--- config.mk ---
export PLATFORM = sky130hd
export DESIGN_NAME = epg_pulse_gen
export DESIGN_NICKNAME = d
export VERILOG_FILES = /design/src/rtl/epg_pkg.sv /design/src/rtl/epg_pend.sv /design/src/rtl/epg_shaper.sv /design/src/rtl/epg_pulse_gen.sv
export SDC_FILE = /design/constraint.sdc
export NUM_CORES = 1
export LEC_CHECK = 0
export ABC_AREA = 1
export BUFFER_PORTS_ARGS = -buffer_cell sky130_fd_sc_hd__buf_2
export CAP_MARGIN = 20
export CORE_MARGIN = 8
export CORE_UTILIZATION = 65
export CTS_CLUSTER_SIZE = 24
export DETAILED_ROUTE_END_ITERATION = 12
export PLACE_DENSITY = 0.83
export SYNTH_ARGS = -nofsm -noshare
export SYNTH_HDL_FRONTEND = slang
export SYNTH_SLANG_ARGS = --single-unit
--- constraint.sdc ---
create_clock -name clk -period 4.8 [get_ports clk]
set_input_delay 0.96 -clock clk [delete_from_list [all_inputs] [get_ports clk]]
set_output_delay 0.96 -clock clk [all_outputs]
set_load 0.02 [all_outputs]
--- src/rtl/epg_pkg.sv ---
package epg_pkg;
  parameter int unsigned REG_W = 8;
  localparam int unsigned TIM_W = REG_W + 2;
  localparam int unsigned PRD_W = 2 * REG_W + 2;

  typedef logic [REG_W-1:0] cfg_t;
  typedef logic [TIM_W-1:0] tim_t;

  // Full period of one released pulse, in clock cycles.
  function automatic tim_t period_len(cfg_t sp, tim_t half);
    if (sp == '0) return tim_t'(half << 1);
    return {sp, 2'b00};
  endfunction

  // Active-phase length: the width ceiling or half the period, whichever is shorter.
  function automatic tim_t active_len(cfg_t sp, cfg_t wc, tim_t half);
    logic [PRD_W-1:0] lim;
    tim_t             halfp;
    if (sp == '0) return half;
    halfp = {1'b0, sp, 1'b0};
    if (wc == '1) return halfp;
    lim = {{REG_W{1'b0}}, 1'b0, wc, 1'b1} * {{(REG_W+2){1'b0}}, sp};
    if (lim < {{REG_W{1'b0}}, halfp}) return tim_t'(lim);
    return halfp;
  endfunction
endpackage

--- src/rtl/epg_pend.sv ---
module epg_pend #(
  parameter int unsigned CNT_W = 4
) (
  input  logic             clk,
  input  logic             rst_n,
  input  logic             req_i,
  input  logic             rel_i,
  output logic             nz_o,
  output logic [CNT_W-1:0] cnt_o
);
  localparam logic [CNT_W-1:0] CNT_MAX = {CNT_W{1'b1}};

  logic [CNT_W-1:0] cnt_q;

  always_ff @(posedge clk or negedge rst_n) begin
    if (!rst_n) begin
      cnt_q <= '0;
    end else begin
      case ({req_i, rel_i})
        2'b10:   if (cnt_q != CNT_MAX) cnt_q <= cnt_q + 1'b1;
        2'b01:   if (cnt_q != '0) cnt_q <= cnt_q - 1'b1;
        default: cnt_q <= cnt_q;
      endcase
    end
  end

  assign nz_o  = (cnt_q != '0);
  assign cnt_o = cnt_q;

  assert_no_overflow_R3: assert property (@(posedge clk) disable iff (!rst_n)
    (cnt_q == CNT_MAX && req_i && !rel_i) |=> (cnt_q == CNT_MAX));

  assert_hold_on_both_R4: assert property (@(posedge clk) disable iff (!rst_n)
    (req_i && rel_i) |=> $stable(cnt_q));
endmodule

--- src/rtl/epg_shaper.sv ---
module epg_shaper
  import epg_pkg::*;
#(
  parameter int unsigned BYP_HALF = 4
) (
  input  logic clk,
  input  logic rst_n,
  input  logic want_i,
  input  cfg_t sp_i,
  input  cfg_t wc_i,
  output logic rel_o,
  output logic active_o
);
  localparam tim_t HALF = tim_t'(BYP_HALF);

  logic busy_q;
  tim_t el_q;
  tim_t per_q;
  tim_t act_q;
  logic period_end;

  assign period_end = busy_q && (el_q == per_q - 1'b1);
  assign rel_o      = want_i && (!busy_q || period_end);
  assign active_o   = busy_q && (el_q < act_q);

  // Period and width are latched at release, so a spacing change only affects later pulses.
  always_ff @(posedge clk or negedge rst_n) begin
    if (!rst_n) begin
      busy_q <= 1'b0;
      el_q   <= '0;
      per_q  <= '0;
      act_q  <= '0;
    end else if (rel_o) begin
      busy_q <= 1'b1;
      el_q   <= '0;
      per_q  <= period_len(sp_i, HALF);
      act_q  <= active_len(sp_i, wc_i, HALF);
    end else if (period_end) begin
      busy_q <= 1'b0;
    end else if (busy_q) begin
      el_q <= el_q + 1'b1;
    end
  end

  assert_release_starts_R2: assert property (@(posedge clk) disable iff (!rst_n)
    rel_o |=> (active_o && el_q == '0));

  assert_period_closes_R1: assert property (@(posedge clk) disable iff (!rst_n)
    (period_end && !want_i) |=> !busy_q);
endmodule

--- src/rtl/epg_pulse_gen.sv ---
module epg_pulse_gen
  import epg_pkg::*;
#(
  parameter int unsigned CNT_W    = 4,
  parameter int unsigned BYP_HALF = 4
) (
  input  logic             clk,
  input  logic             rst_n,
  input  logic             req_real,
  input  logic             req_reac,
  input  logic [REG_W-1:0] spacing,
  input  logic [REG_W-1:0] width_cap,
  input  logic             invert,
  output logic             pin_real,
  output logic             pin_reac
);
  localparam int unsigned N_CH = 2;

  logic [N_CH-1:0] req_v;
  logic [N_CH-1:0] rel_v;
  logic [N_CH-1:0] nz_v;
  logic [N_CH-1:0] act_v;

  assign req_v = {req_reac, req_real};

  for (genvar ch = 0; ch < N_CH; ch++) begin : g_ch
    logic [CNT_W-1:0] cnt;

    epg_pend #(.CNT_W(CNT_W)) u_pend (
      .clk   (clk),
      .rst_n (rst_n),
      .req_i (req_v[ch]),
      .rel_i (rel_v[ch]),
      .nz_o  (nz_v[ch]),
      .cnt_o (cnt)
    );

    epg_shaper #(.BYP_HALF(BYP_HALF)) u_shaper (
      .clk      (clk),
      .rst_n    (rst_n),
      .want_i   (nz_v[ch] | req_v[ch]),
      .sp_i     (spacing),
      .wc_i     (width_cap),
      .rel_o    (rel_v[ch]),
      .active_o (act_v[ch])
    );

    assert_release_backed_R4: assert property (@(posedge clk) disable iff (!rst_n)
      rel_v[ch] |-> (cnt != '0 || req_v[ch]));
  end

  assign pin_real = act_v[0] ^ ~invert;
  assign pin_reac = act_v[1] ^ ~invert;
endmodule

Word level (Yosys, flattened, before mapping)
Cells that the tools add are included.
Widths: inputs -> output; s select.
- register bits after elaboration: 70
- input bits: 21
- output and inout bits: 2
- word-level logic and storage cells: 108
- reductions and logical operators: 23
- bitwise logic cells: 5
- multipliers: 1
- order comparisons: 3
- $add $sub $neg: 8
- multiplexer cells: 43
- eq/ne operators: 15
- operator list (kind ; count):
    $mux 10 ; 18
    $add 10x1->10 const B ; 2
    $eq 10x10->1 ; 2
    $lt 10x10->1 ; 2
    $sub 10x1->10 const B ; 2
    $mux 1 ; 19
    $lt 17x9->1 ; 1
    $mul 9x8->17 ; 1
    $mux 4 ; 4
    $pmux 4 s2 ; 2
    $reduce_bool 2->1 ; 6
    $add 4x1->4 const B ; 2
    $eq 8x8->1 const B ; 1
    $logic_not 8->1 ; 1
    $ne 2x1->1 const B ; 4
    $ne 4x4->1 const B ; 2
    $reduce_bool 4->1 ; 2
    $sub 4x1->4 const B ; 2
    $logic_and 1x1->1 ; 6
    $reduce_and 3->1 ; 2
    $eq 2x1->1 const B ; 2
    $eq 2x2->1 const B ; 2
    $ne 2x2->1 const B ; 2
    $reduce_and 2->1 ; 2
    other kinds (5) ; 9

Longest topological paths before layout
Gate-level depths: netlist of the first run.
- word-level depth: 14
- mapped depth: 29
- gate-level depth less buffers: 28

Modules after synthesis
From an unflattened synthesis of the first run, not the netlist that was laid out.
- cells, all modules: 1476
- area, all modules: 10137.2 sq um
- modules (own cells, without submodules) (module ; cells each ; sequential area each (sq um) ; area each (sq um) ; instances):
    epg_shaper at g_ch[1].u_shaper ; 685 ; 725.7 ; 4734.5 ; 1
    epg_shaper at g_ch[0].u_shaper ; 686 ; 725.7 ; 4728.3 ; 1
    epg_pend ; 47 ; 100.1 ; 314.1 ; 2
    epg_pulse_gen ; 11 ; 0.0 ; 46.3 ; 1

Worst setup path before layout of the first run
No wires, ideal clock.
- kind: input -> register
- from: in spacing[6]
- to: reg g_ch[0].u_shaper.act_q[2]
- library setup time: 0.116 ns
- arrival: 5.573 ns
- path slack: -0.890 ns
- required time: 4.684 ns
- path buffers: 1
- cell stages on the path: 28
- cell sequence: clkbuf_1 > nand2_1 > inv_1 > fa_1 > inv_1 > fa_1 > inv_1 > fa_1 > inv_1 > fa_1 > inv_1 > ha_1 > nand2_1 > nand3b_1 > nand2_1 > xor2_1 > ha_1 > a21oi_1 > o21a_1 > nand3_1 > nor2_1 > nand2_1 > nor2_4 > nand2_4 > nand2_1 > nand3_1 > nand2_1 > nand2_1
- longest elaborated chain between the ends: 9
- elaborated cells on any way between the ends: 13
- classes of those cells: mul (1); order compare (1); mux (10); reduce/logical (1)
- RTL lines (item ; line ; source):
    start: declaration ; epg_pulse_gen.sv:11 ; input logic [REG_W-1:0] spacing,
    $mul 9x8->17 ; epg_pkg.sv:22 ; lim = {{REG_W{1'b0}}, 1'b0, wc, 1'b1} * {{(REG_W+2){1'b0}}, sp};
    $lt 17x9->1 ; epg_pkg.sv:23 ; if (lim < {{REG_W{1'b0}}, halfp}) return tim_t'(lim);
    $mux 1 ; epg_pkg.sv:23 ;
    $mux 1 ; epg_pkg.sv:22 ;
    $mux 1 ; epg_pkg.sv:20 ; halfp = {1'b0, sp, 1'b0};
    $mux 1 ; epg_shaper.sv:33 ; end else if (rel_o) begin
    $mux 10 ; epg_pkg.sv:24 ; return halfp;
    $mux 10 ; epg_pkg.sv:22 ;
    $mux 10 * ; epg_pkg.sv:20 ;
    end signal: assignment ; epg_shaper.sv:37 ; act_q <= active_len(sp_i, wc_i, HALF);
    end: declaration ; epg_shaper.sv:19 ; tim_t act_q;
Every way passes the cells marked *; elsewhere a longest branch is shown, timed or not. The select of a mux whose other input is x is not followed.
A chain may end at the register's enable or synchronous reset.

Worst setup path after layout of the first run
- from: in width_cap[1]
- to: reg g_ch[1].u_shaper.act_q[1]
- longest elaborated chain between the ends: 9
- elaborated cells on any way between the ends: 15
- classes of those cells: mul (1); order compare (1); eq/ne (1); mux (12)
- RTL lines (item ; line ; source):
    start: declaration ; epg_pulse_gen.sv:12 ; input logic [REG_W-1:0] width_cap,
    $mul 9x8->17 ; epg_pkg.sv:22 ;
    $lt 17x9->1 ; epg_pkg.sv:23 ;
    $mux 1 ; epg_pkg.sv:23 ;
    $mux 1 ; epg_pkg.sv:22 ;
    $mux 1 ; epg_pkg.sv:20 ;
    $mux 1 ; epg_shaper.sv:33 ;
    $mux 10 ; epg_pkg.sv:24 ;
    $mux 10 * ; epg_pkg.sv:22 ;
    $mux 10 * ; epg_pkg.sv:20 ;
    end signal: assignment ; epg_shaper.sv:37 ;
    end: declaration ; epg_shaper.sv:19 ;
Marks and branches as above.

==> results of run 1 <==
critical path: stages:
cell and delay [ns]:
buf_6 0.10, nand2_1 0.06, inv_1 0.05, fa_1 0.50, inv_2 0.04, fa_1 0.49, inv_1 0.05, fa_1 0.48
inv_1 0.05, fa_1 0.49, inv_2 0.05, ha_4 0.28, nand2_4 0.05, nand3b_1 0.19, nand2_2 0.12, xor2_2 0.17
ha_1 0.27, a21oi_2 0.12, o21a_1 0.12, nand3_1 0.06, nor2_1 0.08, nand2_1 0.09, nor2_4 0.26, buf_6 0.17
nand3_2 0.07, nand4_1 0.11, nand2_1 0.07
sequential cells by signal (all words and copies together), names as in the netlist:
register / count
g_ch.u_shaper.per_q: 16
g_ch.u_pend.cnt_o: 8
g_ch.u_shaper.el_q: 20
g_ch.u_shaper.act_q: 20
g_ch.u_shaper.busy_q: 2
metrics by stage:
step	setup slack, ns	setup TNS (ns)	cell area [um2]	std cells
final	-0.503	-8.57	8080	1193
after global routing	-0.773	-13.03	8080	1193
after CTS	-0.308	-5.09	7970	1188
after detailed placement	-0.845	-14.33	7670	1169
after global placement	-0.715	-12.49	7670	1169
after floorplan	-0.625	-9.56	7110	970
cells in the final DEF, fill, tap and decap left out, types with 6 or more instances in the layout:
master    instances
inv_1           212
o21ai_0          30
nand2_2           8
nor3_1           13
ha_1             72
xor2_1           28
a21oi_1          28
o21ai_1          11
nor2_1           47
xnor2_1           6
fa_1             42
buf_4            65
nand3_1          46
buf_2            17
dfrtp_1          66
nand2_1         254
buf_6             8
nand4_1          26
clkbuf_8         11
area by class of cell:
class,count,area [um2],share of cell area
timing repair buffer,94,713,0.0882
multi-input combinational,661,4560,0.564
clock inverter,3,15.0,0.00186
inverter,217,815,0.101
clock buffer,12,155,0.0192
tap,140,175,0.0217
sequential,66,1650,0.204
power by group:
group | internal, mW | switching [mW]
clock | 0.210 | 0.221
combinational | 1.10 | 1.39
sequential | 0.690 | 0.149
total | 2.00 | 1.77
how the worst max path moves through the flow:
stage	cells after the start	start	slack, ns	endpoint
2_1_floorplan	28	width_cap[0]	-0.62	g_ch[0].u_shaper.act_q[2]
6_report	27	width_cap[1]	-0.50	g_ch[1].u_shaper.act_q[1]
4_1_cts	27	spacing[6]	-0.31	g_ch[1].u_shaper.act_q[5]
5_1_grt	27	spacing[6]	-0.77	g_ch[0].u_shaper.act_q[4]
3_5_place_dp	28	width_cap[0]	-0.84	g_ch[1].u_shaper.act_q[2]
3_3_place_gp	28	width_cap[0]	-0.72	g_ch[0].u_shaper.act_q[2]
logic make-up after synthesis:
kind of cell	Yosys count
AND/OR/NAND/NOR	424
buffers and inverters	244
XOR/XNOR	35
adder cells (fa/ha/maj)	118
AO/OA/AOI/OAI	83
flip-flops	66
metal layers:
| metal | routed length (um) | track usage | vias to the layer above |
|---|---|---|---|
| met1 | 6960 | 0.285 | 3043 |
| met4 | 530 | 0.116 | 0 |
| met3 | 633 | 0.0385 | 49 |
| li1 | - | - | 3146 |
| met5 | 0 | 0 | - |
| met2 | 8610 | 0.423 | 173 |
cells in the mapped netlist (3+ instances only):
cell type / n / share of area
a21oi_1: 29 / 0.021
buf_2: 4 / 0.0028
buf_6: 4 / 0.0064
clkbuf_1: 16 / 0.0085
dfrtp_1: 66 / 0.24
fa_1: 44 / 0.13
ha_1: 74 / 0.13
inv_1: 215 / 0.11
nand2_1: 259 / 0.14
nand2_2: 5 / 0.0045
nand3_1: 54 / 0.038
nand3b_1: 4 / 0.0043
nand4_1: 26 / 0.023
nor2_1: 47 / 0.025
nor3_1: 13 / 0.0093
nor4_1: 5 / 0.0045
o21ai_0: 31 / 0.022
o21ai_1: 12 / 0.0085
o21ai_2: 3 / 0.0037
xnor2_1: 6 / 0.0075
xor2_1: 29 / 0.036
repair_timing:
action                     4_1_cts  5_1_grt
cloned                           1        0
pin swaps                       20       20
setup endpoints to repair       18       18
gates resized for setup         24       15
hold buffers                     0        0
setup buffers                    3        4
==> results.md, run 1 <==
- Measured against its own limit, the worst slew margin works out to 0.662.
- The clock skew is 0.0122 ns.
- The total of flip-flops plus latches after synthesis is 66.
- The worst min-delay path category is in -> async.
- The antenna diode instance count is 0.
- Of the cells placed in the final design, the portion with a size suffix greater than 1 is 0.143.
- The worst register-to-register path has a depth of 21.
- The setup slack of the worst register-to-register path is 1.25 ns.
- The netlist uses 36 different library cells.
- The DRC violation count after routing is 0.
- The standby leakage power is 4.63 nW.
- The number of CTS-inserted buffers is 9.
- Dividing total power by cell area gives a power density of 465 mW/mm2.
- The minimum clock period after layout is 5.30 ns.
- Of the total synthesized cell area, the portion taken by AND, OR, NAND and NOR gates is 0.261.
- The worst setup path is of the in -> reg kind.
- In this run the standard cell core region covers 0.0107 mm2.
- For this run, the detailed router's first-pass iteration total came to 5.
- The maximum achievable frequency is 0.189 GHz.
- Of the synthesized area, sequential elements account for 0.235.
- The count of nets left with antenna violations once routing finished came out at 0.
- The total die area is 0.0144 mm2.
- The utilization after layout is 0.756.
- Entering global routing, the biggest net connects 47 pins.
- The clock tree from TritonCTS is built.
- The type of destination of the critical path is a register.
- Of the post-synthesis cell area, the part taken by muxes is 0.
- Setup repair after global routing could not meet its margin everywhere.
- The startpoint identified for the worst register-to-register timing path is g_ch[1].u_shaper.per_q[2].
- The final worst slack is -0.503 ns.
- The flow ran to the end, but the final reports show violations.
- Input and output buffers added on the ports amount to 22.
- Summing internal, switching and leakage power gives 3.76 mW.
- By area, the combinational part of the netlist is dominated by simple AND/OR/NAND/NOR gates.
- The number of ports placed on the die boundary is 23.
- Of the total synthesized cell area, the portion taken by full adders, half adders and majority gates is 0.257.
- The total number of vias is 6411.
- The average instance in the mapped netlist occupies 7.24 um2.
- Yosys mapped a number of flops with a built-in enable equal to 0.
- The area growth from synthesis to layout is 15.0%.
- Counting the fill cells in the layout gives 780.
- The placed wire-length estimate is 12.5 mm.
- The share of the clock period used by the worst path is 1.10.
- The insertion delay to the later sink of the worst-skew pair is 0.36 ns.
- The worst setup path is launched from a primary input.
- The number of clock sinks seen by CTS is 66.
- Counting flops with an async set or reset pin after synthesis yields a share of 1.00.
- The layout net count is 1188.
- The first global-routing pass estimated 28.5 mm of wire.
- The number of nets in the synthesized netlist is 1109.
- Hold timing on the final database bottoms out at a slack of 0.442 ns.
- The synthesized netlist occupies a cell area of 0.00703 mm2.
- The vertical die dimension is 120 um.
- Along the worst path, the maximum fanout reaches 5.
- The H-tree was split into 3 levels.
- The gate count after technology mapping is 970.
- Routability-driven placement finished with a final weighted congestion of 0.885.
- In this run the core area contains 38 standard-cell rows.
- The via count of the first global-routing pass was 6415.
- The initial antenna violation count was 0.
- The per-cell via count in the routed design is 5.37.
- The total wire length is 16.7 mm.
- The checks that failed: setup timing.
- Clock tree synthesis selected as its root buffer the cell clkbuf_8.
- Clock-pin slew was measured on the worst setup and hold paths at 0.07 ns.
- Of the total synthesized cell area, the portion taken by XOR and XNOR cells is 0.0436.
- The final number of hold-violating endpoints is 0.
- The endpoint of the most critical register-to-register path is g_ch[1].u_pend.cnt_o[3].
- After detailed routing, the average wire length per cell comes to 14.0 um.
- Setup violations remaining at the end of the flow were counted as 18.
- The number of max-cap violations is 0.
- For the pin with the worst max-slew slack, the measured transition is 0.506 ns.
- The width of the die is 120 um.
- The aggregate global-route resource usage is 0.242.
- The sum of overflow across all layers after global routing is 0.
- The clock passes through at most 2 buffers.
- In the synthesized netlist the dominant register cell turns out to be dfrtp_1.
- The complex-gate fraction of the synthesized area was 0.0648.
- Across the VDD grid, the largest voltage drop is 309 uV.
- The critical path data arrival time is 5.55 ns.
- The initial utilization of the core area, before any placement, comes to 0.657.
- The DRC marker count from the first detailed-route iteration is 468.
- The worst endpoint required time is 5.05 ns.
- The final max-slew violation count came to 0.
- For this run, the number of Yosys warnings is 0.
No activity file was read; power rests on OpenSTA's default activity.
==> run 2, diff against run 1 <==
--- a/config.mk
+++ b/config.mk
@@ -9,10 +9,10 @@
 export BUFFER_PORTS_ARGS = -buffer_cell sky130_fd_sc_hd__buf_2
 export CAP_MARGIN = 20
 export CORE_MARGIN = 8
-export CORE_UTILIZATION = 65
+export CORE_UTILIZATION = 35
 export CTS_CLUSTER_SIZE = 24
 export DETAILED_ROUTE_END_ITERATION = 12
-export PLACE_DENSITY = 0.83
+export SLEW_MARGIN = 10
 export SYNTH_ARGS = -nofsm -noshare
 export SYNTH_HDL_FRONTEND = slang
 export SYNTH_SLANG_ARGS = --single-unit
==> results.md, run 2 (same netlist as run 1, synthesis figures left out) <==
- The clock tree from TritonCTS is built (unchanged).
- Setup repair after global routing missed its margin: yes (unchanged).
- The worst slew margin relative to its limit was 0.566 (was 0.662).
- The number of CTS-inserted buffers is 9 (unchanged).
- The number of max-cap violations is 0 (unchanged).
- The number of clock sinks seen by CTS is 66 (unchanged).
- The worst reg2reg path depth is 21 (unchanged).
- The initial antenna violation count is 0 (unchanged).
- The pin slew with the least headroom to its limit is 0.651 ns (was 0.506 ns).
- The number of hold-repair buffers added at the cts stage is 0 (unchanged).
- The power per cell area is 472 mW/mm2 (was 465 mW/mm2).
- The insertion delay to the later sink of the worst-skew pair is 0.33 ns (was 0.36 ns).
- The startpoint-to-endpoint class of the critical path was in -> reg (unchanged).
- The worst min-delay path endpoint is g_ch[1].u_shaper.act_q[1].
- The worst min-delay path category is reg -> reg (was in -> async).
- The final standard cell area without fillers is 0.00840 mm2 (was 0.00808 mm2).
- The starting utilization of the core area is 0.352 (was 0.657).
- The number of fill cells is 2071 (was 780).
- The final number of setup-violating endpoints came to 18 (unchanged).
- The per-cell via count in the routed design is 4.61 (was 5.37).
- The maximum fanout count along the critical path is 6 (was 5).
- The total area of multi-input combinational cells was 0.00459 mm2 (was 0.00456 mm2).
- The total wire length was 16.7 mm (about the same).
- The fraction of final layout cells with drive strength greater than 1 was 0.148 (was 0.143).
- The maximum vdd drop is 212 uV (was 309 uV).
- The total number of vias came to 6089 (was 6411).
- The detailed-router iteration count before antenna repair is 4 (was 5).
- The antenna diode instance count is 0 (unchanged).
- The most frequent cell on the critical path is fa_1 (unchanged).
- Failing checks: setup timing (unchanged).
- The pin count of the biggest net entering global routing is 51 (was 47).
- The number of standard cells in the final layout excluding fillers was 1320 (was 1193).
- The instance count along the most critical hold path is 2.
- The startpoint of the worst register-to-register path is g_ch[0].u_shaper.per_q[2] (was g_ch[1].u_shaper.per_q[2]).
- The clock input transition at the sequential cells of the worst setup and hold paths is 0.06 ns (was 0.07 ns).
- The hold slack is 0.475 ns (was 0.442 ns).
- The critical path data arrival time is 5.39 ns (was 5.55 ns).
- The final worst slack is -0.371 ns (was -0.503 ns).
- The total power after layout is 3.97 mW (was 3.76 mW).
- The standby leakage power is 4.67 nW (was 4.63 nW).
- The final weighted congestion in routability-driven placement is 0.849 (was 0.885).
- The placed wire-length estimate is 13.3 mm (was 12.5 mm).
- The kind of launch point of the worst setup path is a primary input (unchanged).
- The setup slack of the worst register-to-register path was 1.27 ns (was 1.25 ns).
- The global-route wire length before repair is 28.8 mm (was 28.5 mm).
- The detailed-route wire length per cell came to 12.6 um (was 14.0 um).
- The via count of the first global-routing pass is 6195 (was 6415).
- The number of antenna-violating nets in the routed design is 0 (unchanged).
- The clock skew was 0.00973 ns (was 0.0122 ns).
- The depth of the CTS H-tree is 3 (unchanged).
- The final number of hold-violating endpoints is 0 (unchanged).
- The layout net count is 1185 (was 1188).
- The post-placement cell count is 1297 (was 1169).
- The DRC marker count from the first detailed-route iteration came to 281 (was 468).
- The type of destination of the critical path is a register (unchanged).
- The endpoint of the most critical register-to-register path was g_ch[0].u_pend.cnt_o[3] (was g_ch[1].u_pend.cnt_o[3]).
- The worst endpoint required time is 5.02 ns (was 5.05 ns).
- The largest stage delay on the critical path was 0.50 ns (about the same).
- The quantity of I/O buffers inserted on ports is 22 (unchanged).
- The aggregate global-route resource usage came to 0.143 (was 0.242).
- The number of ports placed on the die boundary came to 23 (unchanged).
- The startpoint of the lowest-slack hold path is g_ch[1].u_shaper.act_q[1].
- The sum of overflow across all layers after global routing came to 0 (unchanged).
- The worst-path cell with the longest stage delay was fa_1 (unchanged).
- The library cell used as clock root buffer is clkbuf_16 (was clkbuf_8).
- The maximum achievable frequency is 0.193 GHz (was 0.189 GHz).
- The width of the die came to 158 um (was 120 um).
- The minimum clock period after layout is 5.17 ns (was 5.30 ns).
- The total die area is 0.0249 mm2 (was 0.0144 mm2).
- The number of standard-cell rows in the floorplan is 52 (was 38).
- The vertical die dimension was 158 um (was 120 um).
- The share of the clock period used by the worst path is 1.08 (was 1.10).
- The DRC violation count after routing is 0 (unchanged).
- The area overhead of the layout relative to synthesis is 19.5% (was 15.0%).
- Largest registers in the final layout: g_ch.u_shaper.act_q (20), g_ch.u_shaper.el_q (20), g_ch.u_shaper.per_q (16) (unchanged).
- The leading cell type in the layout, fill and taps excluded was nand2_1 (unchanged).
- The total cell area at the placement stage is 0.00784 mm2 (was 0.00767 mm2).
- Outcome: complete, but fails checks (unchanged).
- The total area of sequential cells was 0.00165 mm2 (unchanged).
- The maximum root-to-sink buffer count is 2 (unchanged).
- The core footprint is 0.0200 mm2 (was 0.0107 mm2).
- The final max-slew violation count is 0 (unchanged).
- Most frequent cells in the layout: nand2_1 (251), inv_1 (211), ha_1 (70), dfrtp_1 (66), buf_4 (64) (was nand2_1 (254), inv_1 (212), ha_1 (72), dfrtp_1 (66), buf_4 (65)).
## run 2: critical path: cells and delay by family
family | cells | cell delay, ns
AOI/OAI and AO/OA | 2 | 0.26
adders and majority gates | 6 | 2.47
buffers and inverters | 8 | 0.60
xor gates and xnor gates | 1 | 0.16
and+or+nand+nor | 11 | 0.96
## run 2: layout make-up
cell class / instances / area share
clock inverters: 2 / 0.00149
repair buffers: 91 / 0.0875
well taps: 270 / 0.0402
multi-input cells: 661 / 0.546
clock buffers: 13 / 0.0310
inverters: 217 / 0.0970
flip-flops and latches: 66 / 0.197
## run 2: where the power goes
group	internal [mW]	switching (mW)
clock network	0.374	0.236
logic	1.15	1.38
registers	0.691	0.141
## run 2: metal layers
| metal | track usage | up-vias | share of wire |
|---|---|---|---|
| met1 | 0.179 | 2860 | 0.47 |
| met3 | 0.0106 | 21 | 0.022 |
| li1 | - | 3144 | - |
| met5 | 0 | - | 0 |
| met4 | 0.0476 | 0 | 0.015 |
| met2 | 0.255 | 64 | 0.50 |
## run 2: through the flow
step	worst slack (ns)	util	setup TNS (ns)
after floorplan	-0.625	-	-9.56
after global placement	-0.794	0.392	-13.34
after detailed placement	-0.885	0.392	-14.83
after CTS	-0.473	0.412	-8.01
after global routing	-0.628	0.420	-10.47
final	-0.371	0.420	-5.84
## run 2: worst max path at each step
stage / from / endpoint / slack (ns) / cells past startpoint
6_report: width_cap[1] / g_ch[1].u_shaper.act_q[8] / -0.37 / 28
5_1_grt: spacing[5] / g_ch[1].u_shaper.act_q[4] / -0.63 / 28
4_1_cts: width_cap[1] / g_ch[0].u_shaper.act_q[2] / -0.47 / 28
3_5_place_dp: spacing[4] / g_ch[0].u_shaper.act_q[3] / -0.88 / 25
3_3_place_gp: spacing[4] / g_ch[1].u_shaper.act_q[2] / -0.79 / 26
2_1_floorplan: width_cap[0] / g_ch[0].u_shaper.act_q[2] / -0.62 / 28
## run 2: what timing repair did
item,4_1_cts,5_1_grt
cloned,1,0
buffers inserted,2,5
resized for setup,32,18
setup endpoints to repair,18,18
pin swaps,33,23
